==> src/rtl/i2cm_pkg.sv <==
package i2cm_pkg;
  localparam int REG_IDX_W = 4;

  localparam logic [REG_IDX_W-1:0] IX_CFG   = 4'd0;
  localparam logic [REG_IDX_W-1:0] IX_DIV   = 4'd1;
  localparam logic [REG_IDX_W-1:0] IX_DEV   = 4'd2;
  localparam logic [REG_IDX_W-1:0] IX_OFS   = 4'd3;
  localparam logic [REG_IDX_W-1:0] IX_DOUT  = 4'd4;
  localparam logic [REG_IDX_W-1:0] IX_DIN   = 4'd5;
  localparam logic [REG_IDX_W-1:0] IX_STAT  = 4'd6;
  localparam logic [REG_IDX_W-1:0] IX_GO    = 4'd7;
  localparam logic [REG_IDX_W-1:0] IX_CNT   = 4'd8;
  localparam logic [REG_IDX_W-1:0] IX_HOLD  = 4'd9;

  // bit of the config register that suppresses the offset phase
  localparam int CFG_SKIP_BIT = 1;

  typedef enum logic [1:0] {
    XF_WRITE = 2'd0,
    XF_READ  = 2'd1,
    XF_ADDR  = 2'd2
  } xfer_mode_e;

  typedef enum logic [1:0] {
    PH_ADDR,
    PH_OFS,
    PH_DATA
  } byte_phase_e;

  typedef enum logic [2:0] {
    ST_IDLE,
    ST_HOLD,
    ST_LOW,
    ST_HIGH,
    ST_LOAD,
    ST_P_LOW,
    ST_P_HIGH,
    ST_P_END
  } bus_state_e;
endpackage

==> src/rtl/i2cm_timer.sv <==
module i2cm_timer #(
  parameter int W = 16
) (
  input  logic         clk,
  input  logic         rst,
  input  logic         restart,
  input  logic [W-1:0] span,
  output logic         expired
);
  logic [W-1:0] cnt_q;

  always_ff @(posedge clk) begin
    if (rst)               cnt_q <= '0;
    else if (restart)      cnt_q <= span;
    else if (cnt_q != '0)  cnt_q <= cnt_q - 1'b1;
  end

  assign expired = (cnt_q == '0);
endmodule

==> src/rtl/i2cm_engine.sv <==
module i2cm_engine
  import i2cm_pkg::*;
#(
  parameter int TMR_W = 16,
  parameter int CNT_W = 8
) (
  input  logic             clk,
  input  logic             rst,
  input  logic             go,
  input  xfer_mode_e       mode_in,
  input  logic             skip_ofs,
  input  logic [6:0]       dev_addr,
  input  logic [7:0]       ofs_byte,
  input  logic [CNT_W-1:0] byte_cnt,
  input  logic [TMR_W-1:0] div_val,
  input  logic [TMR_W-1:0] hold_val,
  input  logic [7:0]       tx_byte,
  input  logic             tx_full,
  output logic             tx_take,
  output logic [7:0]       rx_byte,
  output logic             rx_valid,
  output logic             nack_hit,
  output logic             start_err,
  output logic             busy,
  output logic             scl_o,
  output logic             sda_o,
  input  logic             sda_i
);
  localparam logic [3:0] ACK_SLOT = 4'd8;

  bus_state_e       st_q;
  byte_phase_e      ph_q, ph_nx;
  xfer_mode_e       mode_q;
  logic [7:0]       sh_q;
  logic [3:0]       bit_q;
  logic             tx_q, last_q;
  logic [CNT_W-1:0] rem_q;
  logic             tmr_done, hop, load_ok, to_stop, out_bit, byte_end;

  assign load_ok = (ph_q != PH_DATA) || (mode_q == XF_READ) || tx_full;
  assign hop = (st_q == ST_IDLE) ? (go && sda_i) :
               (st_q == ST_LOAD) ? load_ok : tmr_done;

  i2cm_timer #(.W(TMR_W)) u_tmr (
    .clk(clk), .rst(rst), .restart(hop),
    .span((st_q == ST_IDLE) ? hold_val : div_val),
    .expired(tmr_done)
  );

  // choose the byte that follows the one just finished
  always_comb begin
    ph_nx   = PH_DATA;
    to_stop = 1'b0;
    case (ph_q)
      PH_ADDR: begin
        if (mode_q != XF_READ && !skip_ofs)       ph_nx = PH_OFS;
        else if (mode_q == XF_ADDR || rem_q == '0) to_stop = 1'b1;
      end
      PH_OFS:  if (mode_q == XF_ADDR || rem_q == '0) to_stop = 1'b1;
      default: if (rem_q == CNT_W'(1)) to_stop = 1'b1;
    endcase
  end

  assign out_bit   = tx_q ? ((bit_q == ACK_SLOT) ? 1'b1 : sh_q[7])
                          : ((bit_q == ACK_SLOT) ? last_q : 1'b1);
  assign byte_end  = (st_q == ST_HIGH) && tmr_done && (bit_q == ACK_SLOT);
  assign nack_hit  = byte_end && tx_q && sda_i;
  assign rx_valid  = byte_end && !tx_q;
  assign rx_byte   = sh_q;
  assign tx_take   = (st_q == ST_LOAD) && (ph_q == PH_DATA) &&
                     (mode_q != XF_READ) && tx_full;
  assign start_err = (st_q == ST_IDLE) && go && !sda_i;
  assign busy      = (st_q != ST_IDLE);

  always_ff @(posedge clk) begin
    if (rst) begin
      st_q   <= ST_IDLE;
      ph_q   <= PH_ADDR;
      mode_q <= XF_WRITE;
      sh_q   <= '0;
      bit_q  <= '0;
      tx_q   <= 1'b1;
      last_q <= 1'b0;
      rem_q  <= '0;
      scl_o  <= 1'b1;
      sda_o  <= 1'b1;
    end else begin
      case (st_q)
        ST_IDLE: if (hop) begin
          st_q   <= ST_HOLD;
          sda_o  <= 1'b0;
          sh_q   <= {dev_addr, mode_in == XF_READ};
          tx_q   <= 1'b1;
          bit_q  <= '0;
          ph_q   <= PH_ADDR;
          rem_q  <= byte_cnt;
          mode_q <= mode_in;
        end
        ST_HOLD: if (hop) begin
          scl_o <= 1'b0;
          st_q  <= ST_LOW;
        end
        ST_LOW: begin
          sda_o <= out_bit;
          if (hop) begin
            scl_o <= 1'b1;
            st_q  <= ST_HIGH;
          end
        end
        ST_HIGH: if (hop) begin
          scl_o <= 1'b0;
          if (bit_q != ACK_SLOT) begin
            sh_q  <= {sh_q[6:0], sda_i};
            bit_q <= bit_q + 1'b1;
            st_q  <= ST_LOW;
          end else begin
            if (ph_q == PH_DATA) rem_q <= rem_q - 1'b1;
            ph_q <= ph_nx;
            st_q <= (nack_hit || to_stop) ? ST_P_LOW : ST_LOAD;
          end
        end
        ST_LOAD: if (hop) begin
          bit_q <= '0;
          st_q  <= ST_LOW;
          if (ph_q == PH_OFS) begin
            sh_q <= ofs_byte;
            tx_q <= 1'b1;
          end else if (mode_q == XF_READ) begin
            tx_q   <= 1'b0;
            last_q <= (rem_q == CNT_W'(1));
          end else begin
            sh_q <= tx_byte;
            tx_q <= 1'b1;
          end
        end
        ST_P_LOW: begin
          sda_o <= 1'b0;
          if (hop) begin
            scl_o <= 1'b1;
            st_q  <= ST_P_HIGH;
          end
        end
        ST_P_HIGH: if (hop) begin
          sda_o <= 1'b1;
          st_q  <= ST_P_END;
        end
        default: if (hop) st_q <= ST_IDLE;
      endcase
    end
  end
endmodule

==> src/rtl/i2cm_ctrl.sv <==
module i2cm_ctrl
  import i2cm_pkg::*;
#(
  parameter int          DATA_W   = 16,
  parameter int          TMR_W    = 16,
  parameter int          CNT_W    = 8,
  parameter logic [15:0] DIV_RST  = 16'h0052,
  parameter logic [15:0] HOLD_RST = 16'h0000
) (
  input  logic              clk,
  input  logic              rst,
  input  logic              reg_wr,
  input  logic              reg_rd,
  input  logic [3:0]        reg_idx,
  input  logic [DATA_W-1:0] reg_wdata,
  output logic [DATA_W-1:0] reg_rdata,
  output logic              scl_o,
  output logic              sda_o,
  input  logic              sda_i
);
  localparam int STAT_W = 6;

  logic [7:0]       cfg_q, ofs_q, dout_q, din_q;
  logic [6:0]       dev_q;
  logic [TMR_W-1:0] div_q, hold_q;
  logic [CNT_W-1:0] cnt_q;
  logic             full_q, rdy_q, nack_q, serr_q;
  logic             busy_w, go_w, take_w, rxv_w, nack_w, serr_w;
  logic [7:0]       rxb_w;
  logic [STAT_W-1:0] stat_w;

  assign go_w = reg_wr && (reg_idx == IX_GO) && !busy_w && (reg_wdata[1:0] != 2'd3);
  assign stat_w = {1'b0, serr_q, nack_q, rdy_q, !full_q, busy_w};

  i2cm_engine #(.TMR_W(TMR_W), .CNT_W(CNT_W)) u_eng (
    .clk(clk), .rst(rst), .go(go_w),
    .mode_in(xfer_mode_e'(reg_wdata[1:0])),
    .skip_ofs(cfg_q[CFG_SKIP_BIT]),
    .dev_addr(dev_q), .ofs_byte(ofs_q), .byte_cnt(cnt_q),
    .div_val(div_q), .hold_val(hold_q),
    .tx_byte(dout_q), .tx_full(full_q), .tx_take(take_w),
    .rx_byte(rxb_w), .rx_valid(rxv_w),
    .nack_hit(nack_w), .start_err(serr_w), .busy(busy_w),
    .scl_o(scl_o), .sda_o(sda_o), .sda_i(sda_i)
  );

  always_ff @(posedge clk) begin
    if (rst) begin
      cfg_q  <= '0;
      div_q  <= TMR_W'(DIV_RST);
      hold_q <= TMR_W'(HOLD_RST);
      dev_q  <= '0;
      ofs_q  <= '0;
      dout_q <= '0;
      cnt_q  <= '0;
    end else if (reg_wr) begin
      case (reg_idx)
        IX_CFG:  cfg_q  <= reg_wdata[7:0];
        IX_DIV:  div_q  <= reg_wdata[TMR_W-1:0];
        IX_DEV:  dev_q  <= reg_wdata[6:0];
        IX_OFS:  ofs_q  <= reg_wdata[7:0];
        IX_DOUT: dout_q <= reg_wdata[7:0];
        IX_CNT:  cnt_q  <= reg_wdata[CNT_W-1:0];
        IX_HOLD: hold_q <= reg_wdata[TMR_W-1:0];
        default: ;
      endcase
    end
  end

  always_ff @(posedge clk) begin
    if (rst) begin
      full_q <= 1'b0;
      rdy_q  <= 1'b0;
      din_q  <= '0;
      nack_q <= 1'b0;
      serr_q <= 1'b0;
    end else begin
      if (reg_wr && reg_idx == IX_DOUT) full_q <= 1'b1;
      else if (take_w)                  full_q <= 1'b0;

      if (rxv_w) begin
        din_q <= rxb_w;
        rdy_q <= 1'b1;
      end else if (reg_rd && reg_idx == IX_DIN) begin
        rdy_q <= 1'b0;
      end

      if (go_w)        nack_q <= 1'b0;
      else if (nack_w) nack_q <= 1'b1;

      if (go_w && !serr_w) serr_q <= 1'b0;
      else if (serr_w)     serr_q <= 1'b1;
    end
  end

  always_ff @(posedge clk) begin
    if (rst) begin
      reg_rdata <= '0;
    end else if (reg_rd) begin
      case (reg_idx)
        IX_CFG:  reg_rdata <= DATA_W'(cfg_q);
        IX_DIV:  reg_rdata <= DATA_W'(div_q);
        IX_DEV:  reg_rdata <= DATA_W'(dev_q);
        IX_OFS:  reg_rdata <= DATA_W'(ofs_q);
        IX_DOUT: reg_rdata <= DATA_W'(dout_q);
        IX_DIN:  reg_rdata <= DATA_W'(din_q);
        IX_STAT: reg_rdata <= DATA_W'(stat_w);
        IX_CNT:  reg_rdata <= DATA_W'(cnt_q);
        IX_HOLD: reg_rdata <= DATA_W'(hold_q);
        default: reg_rdata <= '0;
      endcase
    end
  end
endmodule

==> config.mk <==
export PLATFORM = sky130hd
export DESIGN_NAME = i2cm_ctrl
export DESIGN_NICKNAME = d
export VERILOG_FILES = /design/src/rtl/i2cm_pkg.sv /design/src/rtl/i2cm_timer.sv /design/src/rtl/i2cm_engine.sv /design/src/rtl/i2cm_ctrl.sv
export SDC_FILE = /design/constraint.sdc
export NUM_CORES = 1
export LEC_CHECK = 0
export ABC_AREA = 1
export BUFFER_PORTS_ARGS = -buffer_cell sky130_fd_sc_hd__buf_4
export CAP_MARGIN = 20
export CORE_MARGIN = 5
export CORE_UTILIZATION = 60
export CTS_CLUSTER_DIAMETER = 200
export DETAILED_ROUTE_END_ITERATION = 6
export PLACE_DENSITY = 0.79
export SYNTH_ARGS = -nofsm -noshare
export SYNTH_HDL_FRONTEND = slang
export SYNTH_SLANG_ARGS = --single-unit
==> constraint.sdc <==
create_clock -name clk -period 3.25 [get_ports clk]
set_input_delay 0.65 -clock clk [delete_from_list [all_inputs] [get_ports clk]]
set_output_delay 0.65 -clock clk [all_outputs]
set_load 0.02 [all_outputs]
==> impl_table.tex, run 1 <==
\begin{tabular}{lr}
\hline
Metric & Value \\
\hline
\multicolumn{2}{l}{\textbf{Layout}} \\
\quad Ant. Diodes & 0 \\
\quad Final-layout fill cell count & 1,066 \\
\quad Area Overhead vs Synth & 14.2\% \\
\quad Most common library cell in the layout ignoring fill and taps & sky130\_fd\_sc\_hd\_\_nand2\_1 \\
\quad Non-filler cells in the finished layout & $\sim$1,300 \\
\quad Fin util & 0.697 \\
\quad Fraction of final layout cells sized beyond drive strength 1 & 0.0975 \\
\quad Leading cell types in the layout, fill and taps excluded & sky130\_fd\_sc\_hd\_\_nand2\_1, sky130\_fd\_sc\_hd\_\_dfxtp\_1, sky130\_fd\_sc\_hd\_\_a21oi\_1 \\
\quad Total Nets Final & roughly 1,200 \\
\multicolumn{2}{l}{\textbf{Setup path}} \\
\quad Data arrival time of the critical path & 2.65 ns \\
\quad Critical-path maximum fanout & 25 \\
\quad Count of buffer and inverter cells on the critical path & 1 \\
\quad Data required time of the critical path & 3.53 ns \\
\quad CP cell instances & nor2\_4 -> nand2\_1 -> nor2\_2 -> inv\_1 -> nand2\_1 -> nor2\_4 -> nand2\_1 -> nand2\_1 -> a21oi\_1 \\
\quad Largest stage delay on the critical path & $\sim$0.46 ns \\
\quad Cell family with the largest share of critical-path delay & simple AND/OR/NAND/NOR gates \\
\quad Slowest cell on crit path & sky130\_fd\_sc\_hd\_\_nor2\_4 \\
\quad Element type at the critical path end & register \\
\quad Flop-to-flop setup slack & 0.88 ns \\
\quad Crit path launch type & register \\
\quad Startpoint of the most critical setup path & u\_eng.st\_q[1]\$\_SDFFE\_PP0N\_ \\
\quad Origin of the critical flop-to-flop path & u\_eng.st\_q[1]\$\_SDFFE\_PP0N\_ \\
\quad Setup CP Type & reg2reg \\
\quad Critical Path Most Common Cell & sky130\_fd\_sc\_hd\_\_nand2\_1 \\
\multicolumn{2}{l}{\textbf{Floorplanning}} \\
\quad Boundary pin count & 43 \\
\quad Initial standard-cell utilization of the core & 0.610 \\
\quad Floorplan die area & approximately 15,000 um2 \\
\quad Number of core rows & 40 \\
\quad Floorplan Core Area & 12,000 um2 \\
\quad X dimension of the die & 121 um \\
\quad Chip height & between 100 and 150 um \\
\multicolumn{2}{l}{\textbf{Global routing}} \\
\quad Via count of the first global-routing pass & 6,608 \\
\quad Initial antenna violation count & 0 \\
\quad Largest net degree at the start of global routing & 97 \\
\quad First-pass GRT wire length & around 33,000 um \\
\quad Congestion Overflow GR & 0 \\
\quad Total GRT Usage & 0.290 \\
\multicolumn{2}{l}{\textbf{Pwr}} \\
\quad Peak supply drop & approximately 570 uV \\
\quad Reg power frac & 0.347 \\
\quad Net Sw Frac & 0.339 \\
\quad Power density of the placed cells & slightly above 700 nW/um2 \\
\quad Internal power of the cells & slightly below 0.004 W \\
\quad Clock network fraction of design power & 0.373 \\
\quad Reported leakage power & roughly 3.4 nW \\
\quad Gate power share & 0.280 \\
\quad Psw & roughly 0.0020 W \\
\multicolumn{2}{l}{\textbf{Logic synthesis}} \\
\quad Nets in the synthesized netlist & between 1,000 and 1,500 \\
\quad Area share of and/or/nand/nor cells after synthesis & 0.280 \\
\quad Adder-cell share of the synthesized area & 0.0120 \\
\quad Post-synthesis sequential element count & approximately 150 \\
\quad Largest family of logic cells by synthesized area & simple AND/OR/NAND/NOR gates \\
\quad Count of distinct cell types in the synthesized netlist & 39 \\
\quad Proportion of synthesized area in mux cells & 0 \\
\quad Top cell type by total area after synthesis & sky130\_fd\_sc\_hd\_\_dfxtp\_1 \\
\quad Area of the mapped netlist & between 7000 and 8000 um2 \\
\quad Complex-gate fraction of the synthesized area & 0.208 \\
\quad Gate count after technology mapping & between 1,000 and 1,500 \\
\quad Number of enable-type register cells in the synthesized netlist & 0 \\
\quad Number of warnings printed during yosys synthesis & 0 \\
\quad Average size of a mapped cell & about 6.6 um2 \\
\quad Part of the Yosys area used for sequential elements & 0.399 \\
\quad Cells taking the most area after synthesis & sky130\_fd\_sc\_hd\_\_dfxtp\_1, sky130\_fd\_sc\_hd\_\_nand2\_1, sky130\_fd\_sc\_hd\_\_a21oi\_1 \\
\quad Xor/xnor share of the synthesized area & 0.0120 \\
\quad Async set or reset register ratio after synthesis & 0 \\
\quad Post-synth top flop & sky130\_fd\_sc\_hd\_\_dfxtp\_1 \\
\quad Synth top area share & 0.399 \\
\multicolumn{2}{l}{\textbf{STA}} \\
\quad Fin. Hold Viols & 0 \\
\quad Final Setup Violations & 0 \\
\quad Max Freq & about 420 MHz \\
\quad Final sum of negative setup slack & 0 ns \\
\quad Rel. slew slack & 0.525 \\
\quad Setup repair after global routing missed its margin & no \\
\quad Final worst clock skew & roughly 0.008 ns \\
\quad Final critical path time including I/O delays and setup & 2.37 ns \\
\quad Slew at the pin with the worst max-slew slack & 0.711 ns \\
\quad Worst hold slack & approximately 0.46 ns \\
\quad Max-slew violation count & 0 \\
\quad Post-route clock period utilization & 0.731 \\
\quad Setup ws final & 0.876 ns \\
\multicolumn{2}{l}{\textbf{Flow run}} \\
\quad Max Cap Violations & 0 \\
\multicolumn{2}{l}{\textbf{Detailed routing}} \\
\quad DRC errors left & 0 \\
\quad Number of iterations in the first detailed-routing pass & 6 \\
\quad Met3 wire length & 1840 um \\
\quad Uppermost routed layer & met4 \\
\quad Detailed router's first-iteration violation count & about 910 \\
\quad Post-detailed-route wirelength per cell & about 16 um \\
\quad Count of vias placed by the detailed router & roughly 7,300 \\
\quad Post-detailed-routing wire length & around 21,000 um \\
\quad DR WL met2 & around 9000 um \\
\quad Wire length the detailed router placed on met1 & approximately 9100 um \\
\quad Routed Antenna Nets & 0 \\
\quad Ratio of routed vias to standard cells & 5.68 \\
\multicolumn{2}{l}{\textbf{Clock network}} \\
\quad Clock buffers created by TritonCTS & 17 \\
\quad Hold-fix buffer count after cts & 0 \\
\quad Setup bufs post-CTS & 0 \\
\quad Clk Tree Root Cell & sky130\_fd\_sc\_hd\_\_clkbuf\_16 \\
\quad CTS sink cnt & around 150 \\
\quad Worst-skew pair later-pin latency & 0.42 ns \\
\quad Clock Tree Buf Depth & 2 \\
\quad Level count of the clock H-tree & 4 \\
\quad Worst-path clk slew & 0.06 ns \\
\quad Total of cells resized after clock tree synthesis & 0 \\
\quad CTS tree & built \\
\multicolumn{2}{l}{\textbf{Min path}} \\
\quad Hold path start & cfg\_q[6]\$\_SDFFE\_PP0P\_ \\
\quad Hold Crit Class & reg2reg \\
\multicolumn{2}{l}{\textbf{Placed design}} \\
\quad Final weighted congestion in routability-driven placement & a little under 1 \\
\quad Number of instances in the placed design & 1,254 \\
\quad Detailed placement HPWL & between 10,000 and 15,000 um \\
\quad Post-place setup slack & 0.786 ns \\
\quad Count of port buffers added during placement & 42 \\
\multicolumn{2}{l}{\textbf{Run status}} \\
\quad Outcome & completed \\
\hline
\end{tabular}
==> power by group through the flow <==
stage / Clock (W) / Combinational, W / Sequential (W)
after floorplan: 0 / 0.00130 / 0.00209
after global placement: 0 / 0.00162 / 0.00211
after detailed placement: 0 / 0.00164 / 0.00211
after CTS: 0.00225 / 0.00166 / 0.00207
after global routing: 0.00233 / 0.00191 / 0.00210
final: 0.00223 / 0.00168 / 0.00208
==> final cells by class <==
class / count / area [um2] / share of cell area
clock inverters: 13 / 231 / 0.0277
repair buffers: 54 / 418 / 0.0499
multi-input cells: 796 / 3750 / 0.448
inverters: 111 / 417 / 0.0498
clock buffers: 19 / 443 / 0.0529
flip-flops and latches: 146 / 2920 / 0.349
well taps: 147 / 184 / 0.0220
==> worst paths after layout <==
| kind | cells after the start | to |
|---|---|---|
| setup / recovery | 9 | u_eng.bit_q[3]$_SDFFE_PP0P_ |
| hold / removal | 2 | cfg_q[6]$_SDFFE_PP0P_ |
| setup reg to reg | 9 | u_eng.bit_q[3]$_SDFFE_PP0P_ |
| hold reg to reg | 2 | cfg_q[6]$_SDFFE_PP0P_ |
==> synthesized netlist by cell type (2+ instances only) <==
master,instances
sky130_fd_sc_hd__nand4_1,12
sky130_fd_sc_hd__nor3_1,10
sky130_fd_sc_hd__nand3b_1,2
sky130_fd_sc_hd__inv_2,5
sky130_fd_sc_hd__xnor2_1,4
sky130_fd_sc_hd__ha_1,7
sky130_fd_sc_hd__a21oi_1,131
sky130_fd_sc_hd__inv_1,105
sky130_fd_sc_hd__o22ai_1,26
sky130_fd_sc_hd__buf_2,14
sky130_fd_sc_hd__nand2_1,256
sky130_fd_sc_hd__xor2_1,6
sky130_fd_sc_hd__o211ai_1,2
sky130_fd_sc_hd__a31oi_1,2
sky130_fd_sc_hd__nand2_2,3
sky130_fd_sc_hd__dfxtp_1,146
sky130_fd_sc_hd__nor2_2,7
sky130_fd_sc_hd__nor2_4,3
sky130_fd_sc_hd__nor2_1,121
sky130_fd_sc_hd__o21ai_1,2
sky130_fd_sc_hd__buf_4,3
sky130_fd_sc_hd__buf_1,2
sky130_fd_sc_hd__clkbuf_1,32
sky130_fd_sc_hd__nand3_2,2
sky130_fd_sc_hd__o21ai_0,125
sky130_fd_sc_hd__nand3_1,65
==> logic make-up after synthesis <==
logic type      after synthesis
buf+inv                     164
compound gates              293
flops                       146
xor+xnor                     10
fa+ha+maj                     7
simple gates                486
==> layer usage <==
layer | global-route usage | vias up
li1 | - | 3682
met1 | 0.388 | 3227
met2 | 0.439 | 345
met3 | 0.0786 | 49
met4 | 0.130 | 0
met5 | 0 | -
==> flip-flops by register name (all words and copies together) (netlist names), 2 cells and up <==
| name | count |
|---|---|
| ofs_q | 8 |
| u_eng.st_q | 3 |
| din_q | 8 |
| dout_q | 8 |
| dev_q | 7 |
| u_eng.u_tmr.cnt_q | 16 |
| cfg_q | 8 |
| u_eng.mode_q | 2 |
| u_eng.ph_q | 2 |
| u_eng.bit_q | 4 |
| hold_q | 16 |
| u_eng.rx_byte | 8 |
| div_q | 16 |
| reg_rdata | 16 |
| u_eng.rem_q | 8 |
| cnt_q | 8 |
==> worst reg2reg max path: stages, from the launching register on <==
cell                      delay (ns)
sky130_fd_sc_hd__dfxtp_1        0.45
sky130_fd_sc_hd__nor2_4         0.10
sky130_fd_sc_hd__nand2_1        0.45
sky130_fd_sc_hd__nor2_2         0.11
sky130_fd_sc_hd__inv_1          0.14
sky130_fd_sc_hd__nand2_1        0.11
sky130_fd_sc_hd__nor2_4         0.46
sky130_fd_sc_hd__nand2_1        0.21
sky130_fd_sc_hd__nand2_1        0.12
sky130_fd_sc_hd__a21oi_1        0.06
==> metrics by stage <==
stage,power [W],instance area (um2)
final,0.00599,8370
after CTS,0.00599,8370
after detailed placement,0.00375,7690
after floorplan,0.00339,7330
after global placement,0.00372,7690
after global routing,0.00634,8370
No activity file was read; power rests on OpenSTA's default activity.
==> inputs of run 2 (changes only) <==
- CORE_UTILIZATION: 60 -> 55
- PLACE_DENSITY: 0.79 -> 0.76
- clock period: 3.25 -> 2.05 ns (I/O delays scaled with it)
==> impl_table.tex, run 2 (same netlist as run 1, synthesis figures left out) <==
\begin{tabular}{lr}
\hline
Metric & Value \\
\hline
\multicolumn{2}{l}{\textbf{Run status}} \\
\quad Outcome & completed \\
\multicolumn{2}{l}{\textbf{Setup path}} \\
\quad Setup CP Type & reg2reg \\
\quad Critical Path Most Common Cell & sky130\_fd\_sc\_hd\_\_nand2\_1 \\
\quad Worst R2R Path Depth & 12 (+3) \\
\quad Crit path launch type & register \\
\quad Origin of the critical flop-to-flop path & u\_eng.u\_tmr.cnt\_q[0]\$\_SDFFE\_PP0P\_ \\
\quad Startpoint of the most critical setup path & u\_eng.u\_tmr.cnt\_q[0]\$\_SDFFE\_PP0P\_ \\
\quad CP cell instances & inv\_1 -> ha\_1 -> nand2\_1 -> nor2\_1 -> nand2\_2 -> nand2\_1 -> nand2\_1 -> nor2\_4 -> buf\_12 -> nand2\_1 -> nand2\_1 -> a21oi\_1 \\
\quad Slowest cell on crit path & sky130\_fd\_sc\_hd\_\_dfxtp\_1 \\
\quad Cell family with the largest share of critical-path delay & simple AND/OR/NAND/NOR gates \\
\quad Largest stage delay on the critical path & 0.34 ns (-0.12 ns) \\
\quad Critical-path maximum fanout & 25 (unchanged) \\
\quad Element type at the critical path end & register \\
\quad Data required time of the critical path & 2.33 ns (-1.20 ns) \\
\quad Number of stages on the worst setup path & 12 (+3) \\
\quad Count of buffer and inverter cells on the critical path & 2 (+1) \\
\quad Data arrival time of the critical path & 2.15 ns (-0.50 ns) \\
\multicolumn{2}{l}{\textbf{Detailed routing}} \\
\quad Detailed router's first-iteration violation count & 801 (-12\%) \\
\quad Number of iterations in the first detailed-routing pass & 6 (unchanged) \\
\quad Count of vias placed by the detailed router & 7,411 (+1.5\%) \\
\quad Routed Antenna Nets & 0 (unchanged) \\
\quad Post-detailed-route wirelength per cell & 15.7 um (-2.3\%) \\
\quad Ratio of routed vias to standard cells & 5.55 (-2.2\%) \\
\quad DRC errors left & 0 (unchanged) \\
\quad Post-detailed-routing wire length & 21,000 um (+1.4\%) \\
\multicolumn{2}{l}{\textbf{Global routing}} \\
\quad First-pass GRT wire length & 33,800 um (+0.89\%) \\
\quad Congestion Overflow GR & 0 (unchanged) \\
\quad Largest net degree at the start of global routing & 49 (-49\%) \\
\quad Initial antenna violation count & 0 (unchanged) \\
\quad Via count of the first global-routing pass & 6,514 (-1.4\%) \\
\quad Total GRT Usage & 0.265 (-0.0257) \\
\multicolumn{2}{l}{\textbf{Min path}} \\
\quad Hold path start & reg\_wdata[11] \\
\quad Hold Crit Class & in2reg \\
\quad WHS Path Cells & 3 (+1) \\
\multicolumn{2}{l}{\textbf{Floorplanning}} \\
\quad X dimension of the die & 125 um (+4.1\%) \\
\quad Chip height & 125 um (+4.1\%) \\
\quad Floorplan die area & 15,700 um2 (+8.3\%) \\
\quad Boundary pin count & 43 (unchanged) \\
\quad Floorplan Core Area & 13,100 um2 (+9.4\%) \\
\quad Initial standard-cell utilization of the core & 0.558 (-0.0523) \\
\quad Number of core rows & 42 (+5.0\%) \\
\multicolumn{2}{l}{\textbf{Pwr}} \\
\quad Reg power frac & 0.355 (+0.008) \\
\quad Gate power share & 0.305 (+0.025) \\
\quad Net Sw Frac & 0.352 (+0.0129) \\
\quad Psw & 0.00326 W (+61\%) \\
\quad Reported leakage power & 3.45 nW (+2.0\%) \\
\quad Internal power of the cells & 0.00600 W (+52\%) \\
\quad Clock network fraction of design power & 0.340 (-0.033) \\
\quad Peak supply drop & 822 uV (+43\%) \\
\quad Power density of the placed cells & 1090 nW/um2 (+52\%) \\
\multicolumn{2}{l}{\textbf{Clock network}} \\
\quad Clock buffers created by TritonCTS & 17 (unchanged) \\
\quad Level count of the clock H-tree & 4 (unchanged) \\
\quad Clk Tree Root Cell & sky130\_fd\_sc\_hd\_\_clkbuf\_16 \\
\quad Worst-path clk slew & 0.06 ns (about the same) \\
\quad CTS tree & built \\
\quad CTS sink cnt & 146 (unchanged) \\
\quad Clock Tree Buf Depth & 2 (unchanged) \\
\quad Hold-fix buffer count after cts & 0 (unchanged) \\
\quad Worst-skew pair later-pin latency & 0.43 ns (about the same) \\
\multicolumn{2}{l}{\textbf{Layout}} \\
\quad Most common library cell in the layout ignoring fill and taps & sky130\_fd\_sc\_hd\_\_nand2\_1 \\
\quad Leading cell types in the layout, fill and taps excluded & sky130\_fd\_sc\_hd\_\_nand2\_1, sky130\_fd\_sc\_hd\_\_dfxtp\_1, sky130\_fd\_sc\_hd\_\_a21oi\_1 \\
\quad Final-layout fill cell count & 1,221 (+15\%) \\
\quad Fin util & 0.649 (-0.0481) \\
\quad Fraction of final layout cells sized beyond drive strength 1 & 0.115 (+0.0173) \\
\quad Non-Filler Cell Area, Final & 8520 um2 (+1.8\%) \\
\quad Total Nets Final & 1,180 (+1.9\%) \\
\quad Area Overhead vs Synth & 16.3\% \\
\quad Ant. Diodes & 0 (unchanged) \\
\multicolumn{2}{l}{\textbf{STA}} \\
\quad Fin. Hold Viols & 0 (unchanged) \\
\quad Rel. slew slack & 0.507 (-0.0177) \\
\quad Final worst clock skew & 0.0103 ns (+0.00249 ns) \\
\quad Worst hold slack & 0.270 ns (-0.192 ns) \\
\quad Max Freq & 534 MHz (+27\%) \\
\quad Post-route clock period utilization & 0.914 (+0.184) \\
\quad Final Setup Violations & 0 (unchanged) \\
\quad Slew at the pin with the worst max-slew slack & 0.738 ns (+0.0265 ns) \\
\quad Final critical path time including I/O delays and setup & 1.87 ns (-0.500 ns) \\
\quad Max-slew violation count & 0 (unchanged) \\
\multicolumn{2}{l}{\textbf{Flow run}} \\
\quad Max Cap Violations & 0 (unchanged) \\
\multicolumn{2}{l}{\textbf{Placed design}} \\
\quad Final weighted congestion in routability-driven placement & 0.993 (+2.8\%) \\
\quad Detailed placement HPWL & 14,900 um (+5.9\%) \\
\quad Placed cell areas & 7910 um2 (+2.7\%) \\
\quad Count of port buffers added during placement & 42 (unchanged) \\
\hline
\end{tabular}
## run 2: final timing paths
check                                end  slack (ns)
max          u_eng.bit_q[2]$_SDFFE_PP0P_        0.18
min               div_q[11]$_SDFFE_PP0P_        0.27
max reg2reg  u_eng.bit_q[2]$_SDFFE_PP0P_        0.18
min reg2reg     u_eng.sda_o$_SDFFE_PP1P_        0.46
## run 2: tightest hold or removal path, stage by stage
cell and delay (ns):
sky130_fd_sc_hd__buf_4 0.08, sky130_fd_sc_hd__o21ai_0 0.07, sky130_fd_sc_hd__a21oi_1 0.10
## run 2: per-stage QoR
step                      power [W]  setup WS, ns  cells  TNS [ns]
after global placement      0.00605        0.0533   1303         0
after detailed placement    0.00607        0.0395   1303         0
final                       0.00926         0.176   1335         0
after floorplan             0.00537         0.378   1106         0
after global routing        0.00984       -0.0506   1335    -0.173
after CTS                   0.00921         0.117   1333         0
## run 2: layout make-up
cell class                      instances  area [um2]  share of cell area
Timing Repair Buffer                   76         608              0.0714
Clock inverter                         12         160              0.0188
Multi-Input combinational cell        796        3760               0.441
Tap cell                              176         220              0.0258
Clock buffer                           18         429              0.0504
Sequential cell                       146        2920               0.343
Inverter                              111         420              0.0493
## run 2: repair_timing
item                                    4_1_cts  5_1_grt
buffers inserted                              0        2
endpoints found under the setup margin        0       22
resized for setup                             0        3
## run 2: power groups by stage
stage	Combinational, W	Sequential [W]	Clock, W
floorplan	0.00206	0.00331	0
CTS	0.00275	0.00328	0.00317
global route	0.00320	0.00332	0.00331
global placement	0.00271	0.00334	0
detailed placement	0.00273	0.00334	0
finish	0.00283	0.00329	0.00315
## run 2: metal layers
layer | track usage | wire length (um) | part of all wire
met1 | 0.375 | 9290 | 0.44
met2 | 0.398 | 9500 | 0.45
met3 | 0.0550 | 1650 | 0.078
met4 | 0.0982 | 585 | 0.028
met5 | 0 | 0 | 0
